## src/rtl/lru_tag_pkg.sv

```systemverilog
package lru_tag_pkg;

    typedef enum logic {
        ST_IDLE   = 1'b0,
        ST_SECOND = 1'b1
    } ctl_state_e;

    typedef enum logic [1:0] {
        REF_ONE = 2'd0,
        REF_TWO = 2'd1,
        REF_BAD = 2'd2
    } ref_kind_e;

    // distance from first to last byte; a zero count is read as one byte
    function automatic int unsigned span_m1(input int unsigned sz);
        return (sz == 0) ? 0 : sz - 1;
    endfunction

endpackage

```

## src/rtl/addr_splitter.sv

```systemverilog
module addr_splitter
    import lru_tag_pkg::*;
#(
    parameter int ADDR_W = 32,
    parameter int SIZE_W = 6,
    parameter int OFS_W  = 4,
    localparam int BLK_W = ADDR_W - OFS_W
) (
    input  logic [ADDR_W-1:0] addr,
    input  logic [SIZE_W-1:0] size,
    output logic [BLK_W-1:0]  blk_first,
    output logic [BLK_W-1:0]  blk_last,
    output ref_kind_e         kind
);
    logic [ADDR_W-1:0] last_byte;

    always_comb begin
        last_byte = addr + ADDR_W'(span_m1(32'(size)));
        blk_first = addr[ADDR_W-1:OFS_W];
        blk_last  = last_byte[ADDR_W-1:OFS_W];
        if (blk_last == blk_first)
            kind = REF_ONE;
        else if (blk_last == blk_first + BLK_W'(1))
            kind = REF_TWO;
        else
            kind = REF_BAD;
    end
endmodule

```

## src/rtl/lru_set_update.sv

```systemverilog
module lru_set_update #(
    parameter int WAYS  = 4,
    parameter int TAG_W = 28
) (
    input  logic                        clk,
    input  logic                        rst,
    input  logic [WAYS-1:0][TAG_W-1:0]  old_tags,
    input  logic [WAYS-1:0]             old_vld,
    input  logic [TAG_W-1:0]            tag,
    output logic                        hit,
    output logic [WAYS-1:0][TAG_W-1:0]  new_tags,
    output logic [WAYS-1:0]             new_vld
);
    logic [WAYS-1:0] match;
    int              pos;

    for (genvar w = 0; w < WAYS; w++) begin : g_cmp
        assign match[w] = old_vld[w] && (old_tags[w] == tag);
    end

    always_comb begin
        hit = |match;
        // a miss shifts the whole list, like a hit in the last slot
        pos = WAYS - 1;
        for (int w = WAYS - 1; w >= 0; w--) begin
            if (match[w]) pos = w;
        end
        for (int w = 0; w < WAYS; w++) begin
            if (w == 0) begin
                new_tags[w] = tag;
                new_vld[w]  = 1'b1;
            end else if (w <= pos) begin
                new_tags[w] = old_tags[w-1];
                new_vld[w]  = old_vld[w-1];
            end else begin
                new_tags[w] = old_tags[w];
                new_vld[w]  = old_vld[w];
            end
        end
    end


    unique_match_chk: assert property (@(posedge clk) disable iff (rst)
        $onehot0(match));
endmodule

```

## src/rtl/tag_store.sv

```systemverilog
module tag_store #(
    parameter int SETS  = 16,
    parameter int WAYS  = 4,
    parameter int TAG_W = 28,
    localparam int IDX_W = (SETS > 1) ? $clog2(SETS) : 1
) (
    input  logic                        clk,
    input  logic                        rst,
    input  logic [IDX_W-1:0]            idx,
    output logic [WAYS-1:0][TAG_W-1:0]  rd_tags,
    output logic [WAYS-1:0]             rd_vld,
    input  logic                        wr_en,
    input  logic [WAYS-1:0][TAG_W-1:0]  wr_tags,
    input  logic [WAYS-1:0]             wr_vld
);
    logic [WAYS-1:0][TAG_W-1:0] tag_mem [SETS];
    logic [WAYS-1:0]            vld_mem [SETS];

    assign rd_tags = tag_mem[idx];
    assign rd_vld  = vld_mem[idx];

    always_ff @(posedge clk) begin
        if (rst) begin
            for (int s = 0; s < SETS; s++) begin
                tag_mem[s] <= '0;
                vld_mem[s] <= '0;
            end
        end else if (wr_en) begin
            tag_mem[idx] <= wr_tags;
            vld_mem[idx] <= wr_vld;
        end
    end
endmodule

```

## src/rtl/lru_tag_detector.sv

```systemverilog
module lru_tag_detector
    import lru_tag_pkg::*;
#(
    parameter int ADDR_W      = 32,
    parameter int SIZE_W      = 6,
    parameter int CACHE_BYTES = 1024,
    parameter int WAYS        = 4,
    parameter int LINE_BYTES  = 16
) (
    input  logic              clk,
    input  logic              rst,
    input  logic              req_valid,
    output logic              req_ready,
    input  logic [ADDR_W-1:0] req_addr,
    input  logic [SIZE_W-1:0] req_size,
    output logic              resp_valid,
    output logic              resp_miss,
    output logic              resp_error
);
    localparam int OFS_W = $clog2(LINE_BYTES);
    localparam int SETS  = CACHE_BYTES / LINE_BYTES / WAYS;
    localparam int IDX_W = (SETS > 1) ? $clog2(SETS) : 1;
    localparam int BLK_W = ADDR_W - OFS_W;

    ctl_state_e          state_q;
    logic [BLK_W-1:0]    pend_blk_q;
    logic                first_miss_q;
    logic                rv_q, rm_q, re_q;

    logic [BLK_W-1:0]    blk_first, blk_last, look_blk;
    ref_kind_e           kind;
    logic                accept, look_en, hit;
    logic [IDX_W-1:0]    idx;

    logic [WAYS-1:0][BLK_W-1:0] cur_tags, nxt_tags;
    logic [WAYS-1:0]            cur_vld, nxt_vld;

    addr_splitter #(.ADDR_W(ADDR_W), .SIZE_W(SIZE_W), .OFS_W(OFS_W)) u_split (
        .addr      (req_addr),
        .size      (req_size),
        .blk_first (blk_first),
        .blk_last  (blk_last),
        .kind      (kind)
    );

    assign req_ready = (state_q == ST_IDLE);
    assign accept    = req_valid && req_ready;
    assign look_blk  = (state_q == ST_SECOND) ? pend_blk_q : blk_first;
    assign look_en   = (state_q == ST_SECOND) || (accept && kind != REF_BAD);

    if (SETS > 1) begin : g_idx_sel
        assign idx = look_blk[IDX_W-1:0];
    end else begin : g_idx_one
        assign idx = '0;
    end

    tag_store #(.SETS(SETS), .WAYS(WAYS), .TAG_W(BLK_W)) u_store (
        .clk     (clk),
        .rst     (rst),
        .idx     (idx),
        .rd_tags (cur_tags),
        .rd_vld  (cur_vld),
        .wr_en   (look_en),
        .wr_tags (nxt_tags),
        .wr_vld  (nxt_vld)
    );

    lru_set_update #(.WAYS(WAYS), .TAG_W(BLK_W)) u_upd (
        .clk      (clk),
        .rst      (rst),
        .old_tags (cur_tags),
        .old_vld  (cur_vld),
        .tag      (look_blk),
        .hit      (hit),
        .new_tags (nxt_tags),
        .new_vld  (nxt_vld)
    );

    always_ff @(posedge clk) begin
        if (rst) begin
            state_q      <= ST_IDLE;
            pend_blk_q   <= '0;
            first_miss_q <= 1'b0;
            rv_q         <= 1'b0;
            rm_q         <= 1'b0;
            re_q         <= 1'b0;
        end else begin
            rv_q <= 1'b0;
            rm_q <= 1'b0;
            re_q <= 1'b0;
            case (state_q)
                ST_IDLE: begin
                    if (accept) begin
                        case (kind)
                            REF_ONE: begin
                                rv_q <= 1'b1;
                                rm_q <= !hit;
                            end
                            REF_TWO: begin
                                state_q      <= ST_SECOND;
                                pend_blk_q   <= blk_last;
                                first_miss_q <= !hit;
                            end
                            default: begin
                                rv_q <= 1'b1;
                                re_q <= 1'b1;
                            end
                        endcase
                    end
                end
                default: begin
                    rv_q    <= 1'b1;
                    rm_q    <= first_miss_q || !hit;
                    state_q <= ST_IDLE;
                end
            endcase
        end
    end

    assign resp_valid = rv_q;
    assign resp_miss  = rm_q;
    assign resp_error = re_q;


    single_resp_chk: assert property (@(posedge clk) disable iff (rst)
        (accept && kind == REF_ONE) |=> (resp_valid && req_ready && !resp_error));


    straddle_busy_chk: assert property (@(posedge clk) disable iff (rst)
        (accept && kind == REF_TWO) |=> (!req_ready && !resp_valid));


    straddle_resp_chk: assert property (@(posedge clk) disable iff (rst)
        (state_q == ST_SECOND) |=> (resp_valid && req_ready));


    bad_ref_chk: assert property (@(posedge clk) disable iff (rst)
        (accept && kind == REF_BAD) |=> (resp_valid && resp_error && !resp_miss));
endmodule

```

## config.mk

```make
export PLATFORM = sky130hd
export DESIGN_NAME = lru_tag_detector
export DESIGN_NICKNAME = d
export VERILOG_FILES = /design/src/rtl/lru_tag_pkg.sv /design/src/rtl/addr_splitter.sv /design/src/rtl/lru_set_update.sv /design/src/rtl/tag_store.sv /design/src/rtl/lru_tag_detector.sv
export SDC_FILE = /design/constraint.sdc
export NUM_CORES = 2
export LEC_CHECK = 0
export ABC_AREA = 1
export BUFFER_PORTS_ARGS = -buffer_cell sky130_fd_sc_hd__buf_4
export CORE_MARGIN = 2
export CORE_UTILIZATION = 34
export DETAILED_ROUTE_END_ITERATION = 6
export GPL_TIMING_DRIVEN = 0
export HOLD_SLACK_MARGIN = 0.15
export SLEW_MARGIN = 10
export SYNTH_ARGS = -nofsm -noshare
export SYNTH_HDL_FRONTEND = slang
export SYNTH_HIERARCHICAL = 1
export SYNTH_SLANG_ARGS = --single-unit
```

## constraint.sdc

```tcl
create_clock -name clk -period 14.05 [get_ports clk]
set_clock_uncertainty 0.15 [all_clocks]
set_input_delay 2.81 -clock clk [delete_from_list [all_inputs] [get_ports clk]]
set_output_delay 2.81 -clock clk [all_outputs]
set_load 0.005 [all_outputs]
```

======== Yosys cells after proc, flatten, opt, wreduce, memory -nomap -nowiden ========
Memories as Yosys holds them, arrays and structs flattened.
Cells that the tools add are included.
cells by class
  mux-type cells .......................... 32
  add/subtract/negate cells ............... 3
  bitwise logic cells ..................... 2
  equal/unequal tests ..................... 8
  order comparisons ....................... 3
  reductions and logical operators ........ 17
operator list
  cell                   number
  $eq 28x28->1           6
  $mux 112               1
  $mux 28                4
  $reduce_or 112->1      1
  $add 32x32->32         1
  $mux 32                1
  $add 28x1->28 const B  1
  $mux 1                 19
  $mux 4                 3
  $mux 2                 4
  $reduce_or 4->1        2
  $sub 6x1->7 const B    1
  $logic_and 1x1->1      6
  $logic_not 6->1        1
  $le 2x2->1 const A     2
  $reduce_and 3->1       1
  $reduce_or 3->1        1
  $eq 2x1->1 const B     1
  $le 1x2->1 const A     1
  $logic_not 2->1        1
  $logic_or 1x1->1       2
  $ne 2x2->1 const B     1
  $not 1->1              2
  $reduce_or 2->1        1
  $logic_not 1->1        1
storage, ports and cells
  word-level logic and storage cells ...... 73
  bits of input ports ..................... 41
  bits in writable memories ............... 1,856
  register bits after elaboration ......... 33
  memories kept ........................... 2
  output and inout bits ................... 4
memory list
  memory           words  width  read ports  clocked after memory_dff  wr ports  RTL line         RTL
  u_store.tag_mem  16     112    1           0                         16        tag_store.sv:16  logic [WAYS-1:0][TAG_W-1:0] tag_mem [SETS];
  u_store.vld_mem  16     4      1           0                         16        tag_store.sv:17  logic [WAYS-1:0] vld_mem [SETS];

======== Depth between registers and ports, before layout ========
  depth after elaboration ................. 14
  mapped depth ............................ 36
  mapped depth without buffers ............ 34

======== Modules after synthesis ========
The synthesis kept the hierarchy.
by module, submodules not included
  module            cells each  sequential area each (um^2)  area each (um^2)  instances
  tag_store         9,765       55,733.5                     85,684.7          1
  addr_splitter     984         0.0                          4,942.2           1
  lru_set_update    652         0.0                          3,199.3           1
  lru_tag_detector  300         660.6                        1,736.7           1

======== Worst setup path after synthesis ========
OpenSTA, ideal clock, no wires.
  path kind ............................... input -> register
  start ................................... in req_size[0]
  end ..................................... mem u_store/tag_mem[8][0] in the netlist's numbering, enable pin
  setup time .............................. 1.036 ns
  data arrival time ....................... 8.828 ns
  required time ........................... 12.864 ns
  path slack .............................. 4.036 ns
  buffers on the path ..................... 2
  cell stages on the path ................. 34
  path through ............................ inv_1 > ha_1 > nand3_4 > nand4_1 > inv_1 > ha_1 > nand2_1 > nand2_1 > nand2_1 > nand2_1 > nand2_1 > nand2_1 > a21oi_1 > nand2_1 > nand2_1 > nand2_2 > nand2_1 > nand3_2 > nand2_1 > inv_1 > nand2_1 > nor2_1 > nand2_1 > nor2_1 > nor2_1 > inv_1 > o21ai_0 > nand2_1 > nand2_1 > nor3_2 > nand2_1 > clkbuf_1 > clkbuf_1 > nand2_1
RTL lines
  item                RTL line                RTL
  start: declaration  lru_tag_detector.sv:15  input logic [SIZE_W-1:0] req_size,
  end: declaration    tag_store.sv:16

==> reports/metrics.yaml <==
run_status:
  status: "finished with violations"
  failed_checks: "design-rule violations"
global_routing:
  globalRouteOverflowTotal: 0
  groute.layer.met2.usage_pct: 35.38
  grt-busiest-layer: "met2"
  groute.layer.met1.usage_pct: 26.94
  grt_antenna_before_repair: 13
  gr-usage-all-layers_pct: 21.24
  grt_pass1_wl_um: 453800
  via_count_of_the_first_global_routing_pass: 71240
  grt.met3_usage_pct: 3.294
  grt_start_max_net_pins: 65
synth:
  post_synth_xor_area_fraction_pct: 0.7096
  synth_mux_area_share_pct: 0
  netlist_area_sq_um: 95560
  synth.yosys.warnings: 6
  yosys.area_share.simple_pct: 32.78
  syn-num-nets: 11780
  yosys.cell_types.count: 52
  sequential_share_of_the_synthesized_area_pct: 59.01
  main_combinational_cell_family_by_area_after_synthesis: "simple AND/OR/NAND/NOR gates"
  synth.avg_cell_area_sq_um: 8.167
  fraction_of_the_mapped_netlist_area_in_compound_gates_pct: 0.8510
  yosys.area_share.adder_pct: 0.4321
  count_of_state_elements_after_synthesis: 1889
  post_synth_inst_count: 11700
sta:
  period_minus_slack_ns: 10.66
  fin_ws_ns: 3.390
  timing.final.setup_violations: 0
  drv_slew: 0
  timing.slew.headroom_pct: 11.23
  count_of_final_hold_check_violations: 0
  worst_hold_margin_ns: 0.3301
  fin_crit_sh_pct: 75.87
  fmax_mhz: 93.81
  tightest_slew_ns: 1.332
  grt_setup_unrepaired: "false"
critical_path:
  kind_of_capture_point_of_the_worst_setup_path: "flip-flop"
  max_stage_delay_ns: 0.96
  slowest_stage: "nand2_1"
  critPathLaunchType: "input pin"
  critical_path_arrival_ns: 10.99
  critPathBufInv: 9
  ff2ff_setup_slack_ns: 6.44
  worst_ep_required_time_ns: 14.38
  cp_max_fo: 42
  criticalPathCategory: "in -> reg"
  worst_path_dominant_cell_family: "simple AND/OR/NAND/NOR gates"
  path_common_cell: "nand2_1"
power_and_ir_drop:
  part_of_the_power_in_registers_pct: 50.1
  power_switching_mw: 3.286
  report.power.total_mw: 12.74
  power_report.internal_total_mw: 9.450
  power.combinational.fraction_pct: 10.7
  power.density_cell_area_nw_per_um2: 117.7
  power_frac_clock_pct: 39.1
  vdd_drop_max_v: 0.00009569
  leakagePower_nw: 48.21
  p_sw_share_pct: 25.80
cts:
  cts.reportedPaths.clkPinSlew_ns: 0.06
  clock_tree.htree_level_count: 4
  ctsResizeCount: 0
  cts-root-buf: "clkbuf_16"
  cts-root-to-sink-buffers: 4
  cts_tree: "built"
  postCtsSetupRepairBufs: 0
  cts_made_buffers: 198
  clock_sinks: 1889
  worstSkewPairLatency_ns: 0.88
  ctsHoldBuffers: 0
placement:
  dp.final_hpwl_um: 231100
  placement.setup.worst_slack_ns: 2.654
  placedInstanceArea_sq_um: 102200
  gp_congestion: 0.9505
  port-buffer-count: 44
layout:
  final_cell_area_sq_um: 108200
  nets: 12080
  final_layout_size_suffix_gt1_share_pct: 6.594
  final_common_cell: "nand2_1"
  final_util_pct: 38.74
  mostFrequentLayoutCells: "5,720 x nand2_1, 2,067 x nor2_1, 1,856 x edfxtp_1, 635 x inv_1, 459 x clkbuf_1"
  area_delta_synth_final_pct: 13.26
drt:
  drt-wirelength-per-cell_um: 19.51
  drt_iter0_drc: 7163
  avgViaCountPerCell: 4.770
  remaining_drc_errors: 3
  dr.pass1.iters: 7
  antenna_left: 0
  vias: 75750
  total_length_of_routed_wires_um: 309900
die:
  dieWidth_um: 534.2
  core_sq_um: 279400
  initial_utilization_pct: 34.20
  io_pins: 45
  floorplan.die.height_um: 534.2
  fp-row-count: 194
  die_area_sq_um: 285300
run:
  drv_cap: 0
min_path:
  hp-class: "reg -> reg"
==> synth_stat cells (all sizes together) <==
cell type  count  area, sq um
nor2        2082         7873
xor2          36        315.3
edfxtp      1856        55730
buf          324         1809
o21a           2        15.01
nand3b        15        112.6
ha            33        412.9
dfxtp         33        660.6
nor3b          2        15.01
nor4           4        31.28
o2111a         1        11.26
o22ai          4        25.02
or2            5        31.28
nor3          22        146.4
clkinv         1        3.750
clkbuf       449         1685
nand3        157        848.3
o221ai         1        8.760
o211ai         3        22.52
conb           1        3.750
nand2       5790        21850
xnor3          1        22.52
o2111ai        2        17.52
a21oi         32        167.7
xnor2         38        340.3
a21o           1        7.510
a31oi          2        12.51
o21ai         84        457.9
inv          649         2436
o21bai         7        67.57
nand4         64        415.4
==> power by group through the flow <==
stage	clock network, mW	registers, mW	logic [mW]
floorplan	0	6.52	0.781
global placement	0	6.56	1.29
detailed placement	0	6.50	1.35
CTS	5.06	6.38	1.35
global route	5.26	6.40	1.48
finish	4.98	6.39	1.37
==> worst min-delay path, delay by kind of cell, from the launching register on <==
kind | cells | cell delay [ns]
DFF | 1 | 0.32
and+or+nand+nor | 2 | 0.13
==> routing by layer <==
metal | wire, um | share of wire, %
met2 | 144100 | 47
met1 | 126100 | 41
met4 | 16450 | 5.3
met3 | 23100 | 7.5
met5 | 171 | 0.055
==> sequential cells by signal, summed over array words and instances, names as in the netlist <==
| register | cells |
|---|---|
| first_miss_q | 1 |
| state_q | 1 |
| resp_miss | 1 |
| resp_error | 1 |
| u_store/tag_mem | 1792 |
| u_store/vld_mem | 64 |
| pend_blk_q | 28 |
| resp_valid | 1 |
==> cell families (layout without fill, tap and decap cells) <==
kind of cell,Yosys count,in the layout
compound gates,139,139
xor+xnor,75,75
fa+ha+maj,33,33
buf+inv,1423,1870
flops,1889,1889
other cells,1,11
simple gates,8141,8141
==> worst paths after layout <==
path             startpoint  cells past startpoint                     end
max             req_size[0]                     34  u_store/tag_mem[8][37]
min          pend_blk_q[18]                      2          pend_blk_q[18]
min reg2reg  pend_blk_q[18]                      2          pend_blk_q[18]
max reg2reg         state_q                     25   u_store/vld_mem[0][2]
==> layout make-up <==
cell class | instances | area [sq um]
inverters | 650 | 2440
plain buffers | 773 | 3532
diodes | 10 | 25.02
multi-input cells | 8389 | 33370
clock inverters | 104 | 797.0
flip-flops and latches | 1889 | 56390
fillers | 28220 | 171200
well taps | 3724 | 4659
repair buffers | 101 | 1838
clock buffers | 242 | 5171
==> through the flow <==
| step | TNS, ns | std cells |
|---|---|---|
| 2_1_floorplan | 0 | 11700 |
| 3_3_place_gp | -2410.40 | 15470 |
| 3_5_place_dp | 0 | 15530 |
| 4_1_cts | 0 | 15870 |
| 5_1_grt | 0 | 15870 |
| 6_report | 0 | 15880 |
No activity file was read; power rests on OpenSTA's default activity.
